$ cat src/rtl/cap_pkg.sv
package cap_pkg;

    typedef enum logic [1:0] {
        CNT_TIMER = 2'd0,
        CNT_RISE  = 2'd1,
        CNT_FALL  = 2'd2,
        CNT_BOTH  = 2'd3
    } cnt_mode_e;

    // Count control word, most significant field first.
    typedef struct packed {
        logic [2:0] clr_code;   // [7:5] clear edge: channel = code/2, odd = falling
        logic       clr_en;     // [4]
        logic [1:0] in_sel;     // [3:2] pin used for counting
        cnt_mode_e  mode;       // [1:0]
    } cnt_ctrl_t;

    typedef struct packed {
        logic rise;
        logic fall;
    } edge_t;

    typedef struct packed {
        logic irq_en;
        logic fall_en;
        logic rise_en;
    } cap_ctrl_t;

    function automatic logic edge_pick(edge_t ev, logic want_rise, logic want_fall);
        return (ev.rise & want_rise) | (ev.fall & want_fall);
    endfunction

endpackage

$ cat src/rtl/cap_edge_sync.sv
module cap_edge_sync
    import cap_pkg::*;
(
    input  logic  clk,
    input  logic  rst,
    input  logic  pin,
    output edge_t ev
);
    logic meta_q, sync_q, last_q;

    always_ff @(posedge clk) begin
        if (rst) begin
            meta_q <= 1'b0;
            sync_q <= 1'b0;
            last_q <= 1'b0;
        end else begin
            meta_q <= pin;
            sync_q <= meta_q;
            last_q <= sync_q;
        end
    end

    assign ev.rise = sync_q & ~last_q;
    assign ev.fall = ~sync_q & last_q;


    rise_latency_chk: assert property (@(posedge clk) disable iff (rst)
        ev.rise |-> $past(pin, 2));

    fall_latency_chk: assert property (@(posedge clk) disable iff (rst)
        ev.fall |-> !$past(pin, 2));

endmodule

$ cat src/rtl/cap_channel.sv
module cap_channel
    import cap_pkg::*;
#(
    parameter int TW = 32
) (
    input  logic          clk,
    input  logic          rst,
    input  edge_t         ev,
    input  cap_ctrl_t     ctl,
    input  logic [TW-1:0] tval,
    input  logic          clr,
    output logic [TW-1:0] cap,
    output logic          flag
);
    logic load;
    logic raise;

    assign load  = edge_pick(ev, ctl.rise_en, ctl.fall_en);
    assign raise = load & ctl.irq_en;

    always_ff @(posedge clk) begin
        if (rst) begin
            cap  <= '0;
            flag <= 1'b0;
        end else begin
            if (load) cap <= tval;
            flag <= (flag & ~clr) | raise;
        end
    end


    cap_load_chk: assert property (@(posedge clk) disable iff (rst)
        load |=> cap == $past(tval));

    cap_hold_chk: assert property (@(posedge clk) disable iff (rst)
        !load |=> $stable(cap));

    flag_set_chk: assert property (@(posedge clk) disable iff (rst)
        (ev.rise || ev.fall) && ctl.irq_en && load |=> flag);

    flag_clr_chk: assert property (@(posedge clk) disable iff (rst)
        clr && !load |=> !flag);

    flag_keep_chk: assert property (@(posedge clk) disable iff (rst)
        flag && !clr |=> flag);

endmodule

$ cat src/rtl/cap_count_sel.sv
module cap_count_sel
    import cap_pkg::*;
#(
    parameter int NCH = 3
) (
    input  logic                clk,
    input  logic                rst,
    input  cnt_ctrl_t           ctl,
    input  edge_t [NCH-1:0]     evs,
    output logic                tick,
    output logic                tclr
);
    edge_t cnt_ev;
    edge_t clr_ev;
    logic  clr_hit;

    always_comb begin
        cnt_ev = '0;
        clr_ev = '0;
        clr_hit = 1'b0;
        for (int i = 0; i < NCH; i++) begin
            if (int'(ctl.in_sel) == i) cnt_ev = evs[i];
            if (int'(ctl.clr_code[2:1]) == i) begin
                clr_ev  = evs[i];
                clr_hit = 1'b1;
            end
        end
    end

    always_comb begin
        unique case (ctl.mode)
            CNT_TIMER: tick = 1'b1;
            CNT_RISE:  tick = cnt_ev.rise;
            CNT_FALL:  tick = cnt_ev.fall;
            CNT_BOTH:  tick = cnt_ev.rise | cnt_ev.fall;
            default:   tick = 1'b0;
        endcase
    end

    assign tclr = ctl.clr_en & clr_hit &
                  edge_pick(clr_ev, ~ctl.clr_code[0], ctl.clr_code[0]);


    timer_mode_chk: assert property (@(posedge clk) disable iff (rst)
        ctl.mode == CNT_TIMER |-> tick);

    bad_sel_chk: assert property (@(posedge clk) disable iff (rst)
        (ctl.mode != CNT_TIMER && int'(ctl.in_sel) >= NCH) |-> !tick);

    clr_rsvd_chk: assert property (@(posedge clk) disable iff (rst)
        (!ctl.clr_en || int'(ctl.clr_code[2:1]) >= NCH) |-> !tclr);

    clr_pulse_chk: assert property (@(posedge clk) disable iff (rst)
        tclr |=> !tclr);

endmodule

$ cat src/rtl/cap_front.sv
module cap_front
    import cap_pkg::*;
#(
    parameter int NCH = 3,
    parameter int TW  = 32
) (
    input  logic               clk,
    input  logic               rst,
    input  logic [NCH-1:0]     cap_pin,
    input  logic [TW-1:0]      timer_val,
    input  logic [3*NCH-1:0]   cap_cfg,
    input  logic [7:0]         cnt_cfg,
    input  logic [NCH-1:0]     flag_clr,
    output logic [NCH*TW-1:0]  cap_value,
    output logic [NCH-1:0]     cap_flags,
    output logic               count_tick,
    output logic               timer_clear
);
    localparam int CFG_W = $bits(cap_ctrl_t);

    edge_t [NCH-1:0] evs;
    cnt_ctrl_t       cnt_ctl;

    assign cnt_ctl = cnt_ctrl_t'(cnt_cfg);

    for (genvar c = 0; c < NCH; c++) begin : g_chan
        cap_ctrl_t ch_ctl;
        assign ch_ctl = cap_ctrl_t'(cap_cfg[c*CFG_W +: CFG_W]);

        cap_edge_sync u_sync (
            .clk (clk),
            .rst (rst),
            .pin (cap_pin[c]),
            .ev  (evs[c])
        );

        cap_channel #(.TW(TW)) u_chan (
            .clk  (clk),
            .rst  (rst),
            .ev   (evs[c]),
            .ctl  (ch_ctl),
            .tval (timer_val),
            .clr  (flag_clr[c]),
            .cap  (cap_value[c*TW +: TW]),
            .flag (cap_flags[c])
        );
    end

    cap_count_sel #(.NCH(NCH)) u_cnt (
        .clk  (clk),
        .rst  (rst),
        .ctl  (cnt_ctl),
        .evs  (evs),
        .tick (count_tick),
        .tclr (timer_clear)
    );

endmodule

$ cat config.mk
export PLATFORM = sky130hd
export DESIGN_NAME = cap_front
export DESIGN_NICKNAME = d
export VERILOG_FILES = /design/src/rtl/cap_pkg.sv /design/src/rtl/cap_edge_sync.sv /design/src/rtl/cap_channel.sv /design/src/rtl/cap_count_sel.sv /design/src/rtl/cap_front.sv
export SDC_FILE = /design/constraint.sdc
export NUM_CORES = 1
export LEC_CHECK = 0
export ABC_CLOCK_PERIOD_IN_PS = 1400
export BUFFER_PORTS_ARGS = -buffer_cell sky130_fd_sc_hd__buf_2
export CAP_MARGIN = 15
export CORE_MARGIN = 8
export CORE_UTILIZATION = 38
export DETAILED_ROUTE_END_ITERATION = 6
export PLACE_DENSITY = 0.65
export SLEW_MARGIN = 20
export SYNTH_ARGS = -nofsm -noshare
export SYNTH_HDL_FRONTEND = slang
export SYNTH_SLANG_ARGS = --single-unit
$ cat constraint.sdc
create_clock -name clk -period 1.4 [get_ports clk]
set_input_delay 0.07 -clock clk [delete_from_list [all_inputs] [get_ports clk]]
set_output_delay 0.07 -clock clk [all_outputs]
set_load 0.01 [all_outputs]
==> results of run 1 <==
layer usage:
layer  wire length, um  global-route usage [%]  up-vias
met5                 0                       0        -
met4               275                    5.12        0
met3              1010                    5.13       17
met2              7370                    33.8      124
met1              5810                    20.7     1961
li1                  -                       -     1949
timing repair:
| action | in CTS | in global routing |
|---|---|---|
| hold buffers | 40 | 0 |
| pin swaps | 26 | 71 |
| resized for setup | 52 | 153 |
| setup buffers | 6 | 5 |
| endpoints found under the setup margin | 44 | 73 |
| gates cloned | 3 | 10 |
| hold endpoints to repair | 102 | 0 |
flip-flops by register name, summed over array words and instances, names as in the netlist:
| register | flops |
|---|---|
| g_chan.u_sync.meta_q | 3 |
| g_chan.u_chan.flag | 3 |
| g_chan.u_sync.sync_q | 3 |
| g_chan.u_sync.last_q | 3 |
| g_chan.u_chan.cap | 96 |
how the worst min path moves through the flow:
stage,from,endpoint,slack [ns]
after floorplan,cap_pin[0],g_chan[0].u_sync.meta_q$_SDFF_PP0_,0.20
after CTS,flag_clr[2],g_chan[2].u_chan.flag$_SDFF_PP0_,0.007
after global placement,cap_pin[0],g_chan[0].u_sync.meta_q$_SDFF_PP0_,0.28
after detailed placement,cap_pin[0],g_chan[0].u_sync.meta_q$_SDFF_PP0_,0.29
after global routing,rst,g_chan[1].u_chan.cap[17]$_SDFFE_PP0N_,0.04
final,flag_clr[2],g_chan[2].u_chan.flag$_SDFF_PP0_,0.03
cells by family after synthesis:
group                  synth area share [%]
and+or+nand+nor                        23.0
AOI/OAI and AO/OA                      15.8
DFF                                    56.0
buffers and inverters                  4.31
muxes                                 0.843
power groups by stage:
stage                     clock, mW  combinational (mW)  sequential [mW]
after floorplan                   0               0.238             3.32
after global placement            0               0.573             3.28
after detailed placement          0               0.582             3.28
after CTS                      2.00               0.742             3.22
after global routing           2.13               0.983             3.24
final                          1.95               0.919             3.23
cells in the mapped netlist (2+ instances only):
| master | count | area [um^2] |
|---|---|---|
| nor2b_2 | 2 | 17.5 |
| a22oi_1 | 2 | 15.0 |
| clkbuf_1 | 9 | 33.8 |
| dfxtp_1 | 108 | 2160 |
| a21oi_1 | 99 | 495 |
| buf_1 | 2 | 7.51 |
| buf_4 | 6 | 45.0 |
| nand2_1 | 192 | 721 |
| nor2b_4 | 2 | 27.5 |
| nor2b_1 | 13 | 81.3 |
| buf_2 | 16 | 80.1 |
| a22o_1 | 2 | 17.5 |
| nor2_1 | 3 | 11.3 |
| a22oi_2 | 3 | 37.5 |
layout make-up:
class / count / area share (%)
sequential: 108 / 33.4
multi-input combinational: 329 / 32.8
timing repair buffer: 234 / 28.0
tap: 133 / 2.56
clock buffer: 10 / 2.12
clock inverter: 6 / 1.06
through the flow:
step	worst slack, ns	util, %
finish	-0.411	66.1
detailed placement	-0.0304	49.3
floorplan	0.105	-
CTS	-0.430	58.7
global route	-0.483	66.1
global placement	-0.00213	49.3
worst min-delay path, delay by kind of cell:
| family | cells | cell delay (ns) |
|---|---|---|
| and+or+nand+nor | 2 | 0.08 |
| buffers and inverters | 1 | 0.08 |
| AOI/OAI and AO/OA | 1 | 0.12 |
==> impl_results.rst, run 1 <==
.. list-table::
   :header-rows: 1

   * - Metric
     - Value
   * - Run status
     - finished with violations
   * - Failing checks
     - setup timing
   * - Final Net Count
     - 739
   * - Type of element launching the critical path
     - flop
   * - Syn_area_per_cell
     - 8.21 um^2
   * - Hold Fails Final Rpt
     - 0
   * - Largest incremental delay on the critical path
     - 0.46 ns
   * - Top library cells by usage in the layout, fill and taps aside
     - buf_2, nand2_1, dfxtp_1, a21oi_2
   * - Vias per cell
     - 4.94
   * - Worst-path clk slew
     - 0.10 ns
   * - Sinks on Clock Net
     - 108
   * - Remaining number of nets flagged by the antenna check after routing
     - 0
   * - Req. time, crit path
     - 1.33 ns
   * - Syn Std Cell Area
     - 3860 um^2
   * - Average wire length per cell after detail routing
     - 17.6 um
   * - Antenna cell count
     - 0
   * - Part of the cycle the worst path needs
     - 129%
   * - Deepest level of the CTS H-tree
     - 3
   * - Origin of the worst setup path
     - g_chan[0].u_sync.last_q$_SDFF_PP0_
   * - R2r startpoint
     - g_chan[2].u_sync.sync_q$_SDFF_PP0_
   * - Worst hold slack after final layout
     - 0.0290 ns
   * - I/O pin count
     - 158
   * - Most common cell after layout, fill and taps aside
     - buf_2
   * - Area occupied by multi-input gates
     - 2130 um^2
   * - Sw Pwr
     - 1.60 mW
   * - RSZ-0062 raised after global routing
     - yes
   * - Achievable frequency
     - 552 MHz
   * - Share of flip-flops with an asynchronous set or reset
     - 0%
   * - CTS tree
     - built
   * - Remaining global-route overflow
     - 0
   * - Total track usage
     - 18.6%
   * - Total setup violations reported at the end of the flow
     - 70
   * - CP endpoint kind
     - output pin
   * - Area enclosed by the die boundary
     - 13,600 um^2
   * - Initial cell density of the core
     - 39.3%
   * - Ratio of cells with drive above 1 in the final layout
     - 51.2%
   * - Setup CP Type
     - reg -> out
   * - Final cell area excluding filler cells
     - 6490 um^2
   * - Clock period minus final worst setup slack
     - 1.81 ns
   * - Worst-case clock buffer depth
     - 2
   * - Endpoint of the worst setup timing path
     - timer_clear
   * - Synth unique cells
     - 25
   * - Antenna violations before repair
     - 0
   * - Sequential-to-total area share from yosys stat
     - 56.0%
   * - Placed cell count
     - 743
   * - Post-synth EDFFs
     - 0
   * - Maximum clock skew at final layout
     - 0.0141 ns
   * - Main synth FF type
     - dfxtp_1
   * - Static leakage
     - 2.76 nW
   * - Post-route DRC violation count
     - 0
   * - Buffer type at the clock tree root
     - clkbuf_8
   * - Logic gate share of total power
     - 15.1%
   * - Core area
     - 9820 um^2
   * - Internal portion of total power
     - 4.49 mW
   * - Setup slack of the most critical reg-to-reg path
     - -0.13 ns
   * - Overall die width
     - 117 um
   * - Slowest cell on the critical path
     - mux4_2
   * - Non-filler cells in the finished layout
     - 820
   * - Arrival @ worst endpoint
     - 1.74 ns
   * - CP most frequent cell
     - nor2b_4
   * - Final worst-path setup slack
     - -0.411 ns
   * - Logic depth of the worst setup path including buffers
     - 5
   * - Critical path peak fanout
     - 4
   * - Total Routed Length
     - 14,500 um
   * - Power per cell area
     - 939 nW/um^2
   * - Clock buffers created by TritonCTS
     - 9
   * - Family of cells with the greatest summed delay on the critical path
     - multiplexers
   * - Reg2Reg Capture Point
     - g_chan[2].u_chan.cap[24]$_SDFFE_PP0N_
   * - Number of I/O port buffers
     - 157
   * - Worst slew margin
     - 74.4%
   * - Post-synthesis sequential element count
     - 108
   * - Clock insertion delay at the later pin of the skew report
     - 0.36 ns
   * - Sequential share of power
     - 53.0%
   * - Cell breakdown of the critical path
     - nor2b_4 > mux4_2 > nor2b_4 > o21a_1 > buf_2
   * - Final sum of negative setup slack
     - -4.87 ns
   * - Share of total power in the clock network
     - 31.9%
   * - Largest net degree at the start of global routing
     - 39
   * - Total power
     - 6.09 mW
   * - Growth of design area from synthesis to finish
     - 68.1%
   * - Fill count
     - 790
   * - Via count of the first global-routing pass
     - 4,025
   * - Final slew viol count
     - 0
   * - Worst ir drop on vdd
     - 0.468 mV
   * - YS warnings
     - 0
   * - Buffers plus inverters on the worst setup path
     - 1
   * - Max-capacitance violation count
     - 0
   * - Fraction of power spent switching nets
     - 26.2%
   * - Worst min-delay path category
     - in -> reg
   * - Vertical die dimension
     - 117 um
   * - Half-perimeter wire length of the detailed placement result
     - 8330 um
   * - Initial DRT Pass Iterations
     - 5
   * - Instance count along the most critical hold path
     - 4
   * - # rows
     - 36
   * - First-pass GRT wire length
     - 20,000 um
   * - Worst Max-Slew Pin Slew
     - 0.384 ns
   * - Total via count in the routed design
     - 4,051
   * - Number of DRC violations after detailed-routing iteration 0
     - 202
   * - Reg2reg path depth
     - 8
   * - Synth Instances
     - 470
   * - Sequential Area
     - 2170 um^2
   * - Area post-placement
     - 4840 um^2
   * - Routability cong.
     - 0.761
   * - Net Count, Synth
     - 527
Note: power is estimated with default switching activity, not from simulation.
==> inputs of run 2 (changes only) <==
- CORE_UTILIZATION: 38 -> 48
- PLACE_DENSITY: 0.65 -> 0.8
==> run 2 against run 1 <==
Against the previous run: the flow still finishes with violations (setup timing); non-clock buffer count shrank 10; setup slack worse by 0.0081 ns; sequential power hardly changed; final area shrank 12%; core utilization increased by 7.7 points; maximum frequency is 0.45% lower; critical path depth is the same; count of clock-buffer cells in the layout stayed put; critical path type unchanged; highest routed layer unchanged.
==> impl_results.rst, run 2 (same netlist as run 1, synthesis figures left out) <==
.. list-table::
   :header-rows: 1

   * - Metric
     - Value
   * - Sinks on Clock Net
     - 108
   * - Reg2Reg Capture Point
     - g_chan[1].u_chan.cap[29]$_SDFFE_PP0N_
   * - Post-route DRC violation count
     - 0
   * - Worst Max-Slew Pin Slew
     - 0.273 ns
   * - Cell breakdown of the critical path
     - and2b_4 > mux4_2 > nor2b_4 > o21a_1 > buf_2
   * - Slowest cell on the critical path
     - mux4_2
   * - Total Routed Length
     - 12,900 um
   * - Via count of the first global-routing pass
     - 3,940
   * - Number of I/O port buffers
     - 157
   * - Biggest register
     - g_chan.u_chan.cap
   * - Max FFs per register
     - 96
   * - Final slew viol count
     - 0
   * - Buffer type at the clock tree root
     - clkbuf_8
   * - Initial cell density of the core
     - 49.7%
   * - Instance count along the most critical hold path
     - 4
   * - Average wire length per cell after detail routing
     - 16.5 um
   * - Most common cell after layout, fill and taps aside
     - nand2_1
   * - Power per cell area
     - 1030 nW/um^2
   * - Req. time, crit path
     - 1.33 ns
   * - Run status
     - finished with violations
   * - RSZ-0062 raised after global routing
     - yes
   * - R2r startpoint
     - g_chan[1].u_sync.last_q$_SDFF_PP0_
   * - Hold Fails Final Rpt
     - 0
   * - Total track usage
     - 20.6%
   * - Half-perimeter wire length of the detailed placement result
     - 8120 um
   * - Ratio of cells with drive above 1 in the final layout
     - 35.6%
   * - Clock buffers created by TritonCTS
     - 9
   * - CP endpoint kind
     - output pin
   * - Vertical die dimension
     - 106 um
   * - Final Net Count
     - 729
   * - Worst setup slack before clock tree synthesis
     - -0.0329 ns
   * - Antenna violations before repair
     - 1
   * - Core area
     - 7770 um^2
   * - Static leakage
     - 2.49 nW
   * - Overall die width
     - 106 um
   * - Deepest level of the CTS H-tree
     - 3
   * - Remaining global-route overflow
     - 0
   * - Top library cells by usage in the layout, fill and taps aside
     - nand2_1, buf_2, dfxtp_1, a21oi_1, dlygate4sd3_1
   * - Clock period minus final worst setup slack
     - 1.82 ns
   * - Final worst-path setup slack
     - -0.419 ns
   * - Reg2reg path depth
     - 8
   * - Worst slew margin
     - 81.8%
   * - Total setup violations reported at the end of the flow
     - 25
   * - Largest net degree at the start of global routing
     - 37
   * - Fill count
     - 575
   * - Setup slack of the most critical reg-to-reg path
     - -0.04 ns
   * - Number of DRC violations after detailed-routing iteration 0
     - 141
   * - Routability cong.
     - 0.779
   * - Worst-path clk slew
     - 0.10 ns
   * - Achievable frequency
     - 550 MHz
   * - Origin of the worst setup path
     - g_chan[1].u_sync.last_q$_SDFF_PP0_
   * - Worst ir drop on vdd
     - 0.676 mV
   * - Growth of design area from synthesis to finish
     - 48.5%
   * - Critical path peak fanout
     - 2
   * - # rows
     - 32
   * - Total power
     - 5.93 mW
   * - Largest incremental delay on the critical path
     - 0.44 ns
   * - Area enclosed by the die boundary
     - 11,200 um^2
   * - CTS tree
     - built
   * - Initial DRT Pass Iterations
     - 4
   * - Maximum clock skew at final layout
     - 0.00572 ns
   * - Arrival @ worst endpoint
     - 1.75 ns
   * - Worst-case clock buffer depth
     - 2
   * - I/O pin count
     - 158
   * - Worst min-delay path category
     - in -> reg
   * - Remaining number of nets flagged by the antenna check after routing
     - 0
   * - Failing checks
     - setup timing
   * - Setup CP Type
     - reg -> out
   * - Total via count in the routed design
     - 4,026
   * - Type of element launching the critical path
     - flop
   * - Endpoint of the worst setup timing path
     - timer_clear
   * - First-pass GRT wire length
     - 18,900 um
   * - Vias per cell
     - 5.16
   * - Part of the cycle the worst path needs
     - 130%
   * - Clock insertion delay at the later pin of the skew report
     - 0.35 ns
   * - Max-capacitance violation count
     - 0
run 2: cell types whose count changed in the layout (fill, tap and decap cells not counted), moves of 5 or more:
cell / change
a21oi_1: +44
a21oi_2: -44
nand2_1: +58
nand2_2: -26
buf_12: -6
clkbuf_16: -5
nand2_4: -32
run 2: critical path: cells and delay by family, from the launching register on:
kind	cells	cell delay, ns
multiplexers	1	0.44
flip-flops	1	0.34
AND/OR/NAND/NOR	2	0.32
AO/OA/AOI/OAI	1	0.17
buffers and inverters	1	0.14
run 2: worst min path at each step:
stage | endpoint | startpoint | slack (ns)
floorplan | g_chan[0].u_sync.meta_q$_SDFF_PP0_ | cap_pin[0] | 0.20
global placement | g_chan[1].u_sync.meta_q$_SDFF_PP0_ | cap_pin[1] | 0.30
detailed placement | g_chan[0].u_sync.meta_q$_SDFF_PP0_ | cap_pin[0] | 0.30
CTS | g_chan[0].u_chan.flag$_SDFF_PP0_ | flag_clr[0] | 0.009
global route | g_chan[0].u_chan.flag$_SDFF_PP0_ | flag_clr[0] | 0.01
finish | g_chan[0].u_chan.flag$_SDFF_PP0_ | flag_clr[0] | 0.003
run 2: through the flow:
stage / cells / hold slack (ns) / TNS, ns / util (%) / cell area (um^2)
floorplan: 470 / 0.198 / 0 / - / 3860
global placement: 713 / 0.296 / -0.00765 / 62.0 / 4810
detailed placement: 713 / 0.299 / -0.0329 / 62.0 / 4810
CTS: 769 / 0.00906 / -1.80 / 70.3 / 5460
global route: 780 / 0.00968 / -2.33 / 73.8 / 5730
finish: 780 / 0.00259 / -1.16 / 73.8 / 5730
run 2: routing by layer:
metal  global-route usage [%]  share of wire (%)  wire length (um)  vias up
met5                        0                  0                 0        -
met4                     10.4                3.0               389        0
met3                     7.00                8.6              1110       29
met2                     35.3                 50              6420      167
met1                     22.0                 38              4950     1897
li1                         -                  -                 -     1933
run 2: power breakdown:
group	leakage, nW	internal [mW]	switching (mW)
Combinational	1.50	0.358	0.394
Clock	0.108	0.897	1.06
Sequential	0.878	3.17	0.0491
Total	2.49	4.42	1.51
run 2: layout make-up:
class / count / area (um^2) / share of cell area [%]
antenna: 1 / 2.50 / 0.0437
clock buffer: 10 / 138 / 2.40
clock inverter: 6 / 70.1 / 1.22
multi-input combinational: 329 / 1650 / 28.8
sequential: 108 / 2170 / 37.8
tap: 102 / 128 / 2.23
timing repair buffer: 224 / 1570 / 27.5
run 2: what timing repair did:
| item | in CTS | in global routing |
|---|---|---|
| resized for setup | 15 | 41 |
| pin swaps | 4 | 6 |
| buffers inserted | 1 | 4 |
| endpoints found under the setup margin | 2 | 41 |
| hold endpoints to repair | 102 | 1 |
| hold buffers | 39 | 1 |
| gates cloned | 0 | 6 |
==> inputs of run 3 (changes only) <==
- CORE_ASPECT_RATIO: unset -> 0.7
- SETUP_SLACK_MARGIN: unset -> 0.1
==> run 3 against run 2 <==
Against the previous run: worst hold slack gained 0.012 ns; count of clock-buffer cells in the layout grew 2; critical path depth is the same; maximum frequency grew 2.4%; final area grew 14%; the run still ends with setup timing left; largest cell class unchanged; critical endpoint unchanged; first-iteration DRC count grew 150%; combinational power grew 25%.
==> impl_results.rst, run 3 (same netlist as run 1, synthesis figures left out) <==
.. list-table::
   :header-rows: 1

   * - Metric
     - Value
   * - Run status
     - finished with violations
   * - Failing checks
     - setup timing
   * - Startpoint of the tightest hold check path
     - flag_clr[1]
   * - Worst ir drop on vdd
     - 0.761 mV
   * - Biggest register
     - g_chan.u_chan.cap
   * - Final slew viol count
     - 0
   * - Clock buffers created by TritonCTS
     - 9
   * - Arrival @ worst endpoint
     - 1.71 ns
   * - Top library cells by usage in the layout, fill and taps aside
     - buf_2, nand2_1, dfxtp_1, a21oi_1, a21oi_2
   * - Total setup violations reported at the end of the flow
     - 67
   * - Maximum clock skew at final layout
     - 0.0104 ns
   * - Total track usage
     - 25.6%
   * - CP endpoint kind
     - output pin
   * - Number of I/O port buffers
     - 157
   * - Antenna violations before repair
     - 0
   * - Most Used Layer, Global Route
     - met2
   * - Post-route DRC violation count
     - 0
   * - Reg2reg path depth
     - 9
   * - Worst min-delay path category
     - in -> reg
   * - Max FFs per register
     - 96
   * - Setup slack of the most critical reg-to-reg path
     - -0.17 ns
   * - Growth of design area from synthesis to finish
     - 69.4%
   * - Clock insertion delay at the later pin of the skew report
     - 0.35 ns
   * - Via count of the first global-routing pass
     - 4,188
   * - Initial cell density of the core
     - 49.2%
   * - Slowest cell on the critical path
     - mux4_2
   * - Met1 usage
     - 30.0%
   * - Worst-path clk slew
     - 0.07 ns
   * - Worst Max-Slew Pin Slew
     - 0.567 ns
   * - Cell breakdown of the critical path
     - and2b_4 > mux4_2 > nor2b_4 > o21a_1 > buf_2
   * - Buffer type at the clock tree root
     - clkbuf_16
   * - Worst-case clock buffer depth
     - 2
   * - Half-perimeter wire length of the detailed placement result
     - 8110 um
   * - Average wire length per cell after detail routing
     - 19.3 um
   * - Instance count along the most critical hold path
     - 4
   * - Final Net Count
     - 743
   * - Core area
     - 7840 um^2
   * - Global routing met2 resource utilization
     - 41.5%
   * - Total via count in the routed design
     - 4,245
   * - Endpoint of the worst hold-timing path
     - g_chan[1].u_chan.flag$_SDFF_PP0_
   * - Met3 capacity usage during global routing
     - 9.52%
   * - Hold Fails Final Rpt
     - 0
   * - Setup CP Type
     - reg -> out
   * - First-pass GRT wire length
     - 22,400 um
   * - I/O pin count
     - 158
   * - Largest net degree at the start of global routing
     - 109
   * - Clock period minus final worst setup slack
     - 1.78 ns
   * - Req. time, crit path
     - 1.33 ns
   * - Max-capacitance violation count
     - 0
   * - Number of DRC violations after detailed-routing iteration 0
     - 350
   * - Reg2Reg Capture Point
     - g_chan[0].u_chan.cap[1]$_SDFFE_PP0N_
   * - Final cell area excluding filler cells
     - 6540 um^2
   * - Deepest level of the CTS H-tree
     - 3
   * - Initial DRT Pass Iterations
     - 5
   * - CTS tree
     - built
   * - Achievable frequency
     - 563 MHz
   * - Vertical die dimension
     - 91.0 um
   * - Vias per cell
     - 5.35
   * - Critical path peak fanout
     - 3
   * - Total power
     - 6.70 mW
   * - Total Routed Length
     - 15,300 um
   * - RSZ-0062 raised after global routing
     - yes
   * - Area enclosed by the die boundary
     - 11,200 um^2
   * - Type of element launching the critical path
     - flop
   * - Static leakage
     - 2.83 nW
   * - Sinks on Clock Net
     - 108
   * - Area post-placement
     - 4790 um^2
   * - Overall die width
     - 123 um
   * - Most common cell after layout, fill and taps aside
     - buf_2
   * - R2r startpoint
     - g_chan[0].u_sync.last_q$_SDFF_PP0_
   * - # rows
     - 27
   * - Power per cell area
     - 1020 nW/um^2
   * - Ratio of cells with drive above 1 in the final layout
     - 50.1%
   * - Worst slew margin
     - 62.2%
   * - Routability cong.
     - 0.803
   * - Remaining number of nets flagged by the antenna check after routing
     - 0
   * - Part of the cycle the worst path needs
     - 127%
   * - Largest incremental delay on the critical path
     - 0.44 ns
   * - Final worst-path setup slack
     - -0.377 ns
   * - Remaining global-route overflow
     - 0
   * - Worst hold slack after final layout
     - 0.0146 ns
[run 3: changes by cell type in the layout (fill, tap and decap cells not counted), moves of 6 or more]
cell and change:
nand2_1 -58, nand2_2 +33, a21oi_1 -32, a21oi_2 +32
nand2_4 +25, clkbuf_8 -9, buf_16 +8, clkbuf_16 +7
buf_6 +6
[run 3: per-layer routing]
metal / vias up / share of wire (%)
li1: 1965 / -
met1: 2013 / 38
met2: 239 / 49
met3: 28 / 12
met4: 0 / 2.0
met5: - / 0
[run 3: final cells by class]
class	instances	area, um^2
flip-flops and latches	108	2170
clock buffers	12	246
well taps	101	126
repair buffers	238	1890
fillers	480	1300
diodes	1	2.50
multi-input cells	329	2050
clock inverters	4	48.8
[run 3: worst max-delay path by stage]
stage | depth (start not counted) | end | startpoint | slack, ns
2_1_floorplan | 4 | timer_clear | g_chan[1].u_sync.last_q$_SDFF_PP0_ | 0.10
3_3_place_gp | 5 | timer_clear | g_chan[1].u_sync.last_q$_SDFF_PP0_ | -0.003
3_5_place_dp | 6 | g_chan[0].u_chan.cap[22]$_SDFFE_PP0N_ | g_chan[0].u_sync.last_q$_SDFF_PP0_ | -0.02
4_1_cts | 5 | timer_clear | g_chan[1].u_sync.sync_q$_SDFF_PP0_ | -0.38
5_1_grt | 5 | timer_clear | g_chan[1].u_sync.last_q$_SDFF_PP0_ | -0.43
6_report | 5 | timer_clear | g_chan[1].u_sync.sync_q$_SDFF_PP0_ | -0.38
[run 3: through the flow]
step	TNS (ns)	instances	utilization [%]	setup slack, ns
after floorplan	0	470	-	0.105
after global routing	-9.05	792	83.4	-0.434
after global placement	-0.00300	711	61.1	-0.00300
after CTS	-2.35	788	78.0	-0.378
final	-6.30	793	83.4	-0.377
after detailed placement	-0.0209	711	61.1	-0.0154
[run 3: report_power, final]
part	total (mW)	switching, mW	internal, mW
logic	0.939	0.488	0.451
registers	3.23	0.0630	3.16
clock network	2.53	1.10	1.43
total	6.70	1.65	5.05
[run 3: repair_timing]
| action | 4_1_cts | 5_1_grt |
|---|---|---|
| endpoints found under the hold margin | 84 | 0 |
| hold buffers | 38 | 0 |
| buffers inserted | 11 | 6 |
| resized for setup | 77 | 126 |
| gates cloned | 12 | 2 |
| pin swaps | 16 | 61 |
| endpoints found under the setup margin | 85 | 101 |
[run 3: critical path: cells and delay by family (launching register included)]
| family | cells | cell delay [ns] |
|---|---|---|
| DFF | 1 | 0.34 |
| buffers and inverters | 1 | 0.13 |
| muxes | 1 | 0.44 |
| AOI/OAI and AO/OA | 1 | 0.15 |
| and+or+nand+nor | 2 | 0.30 |
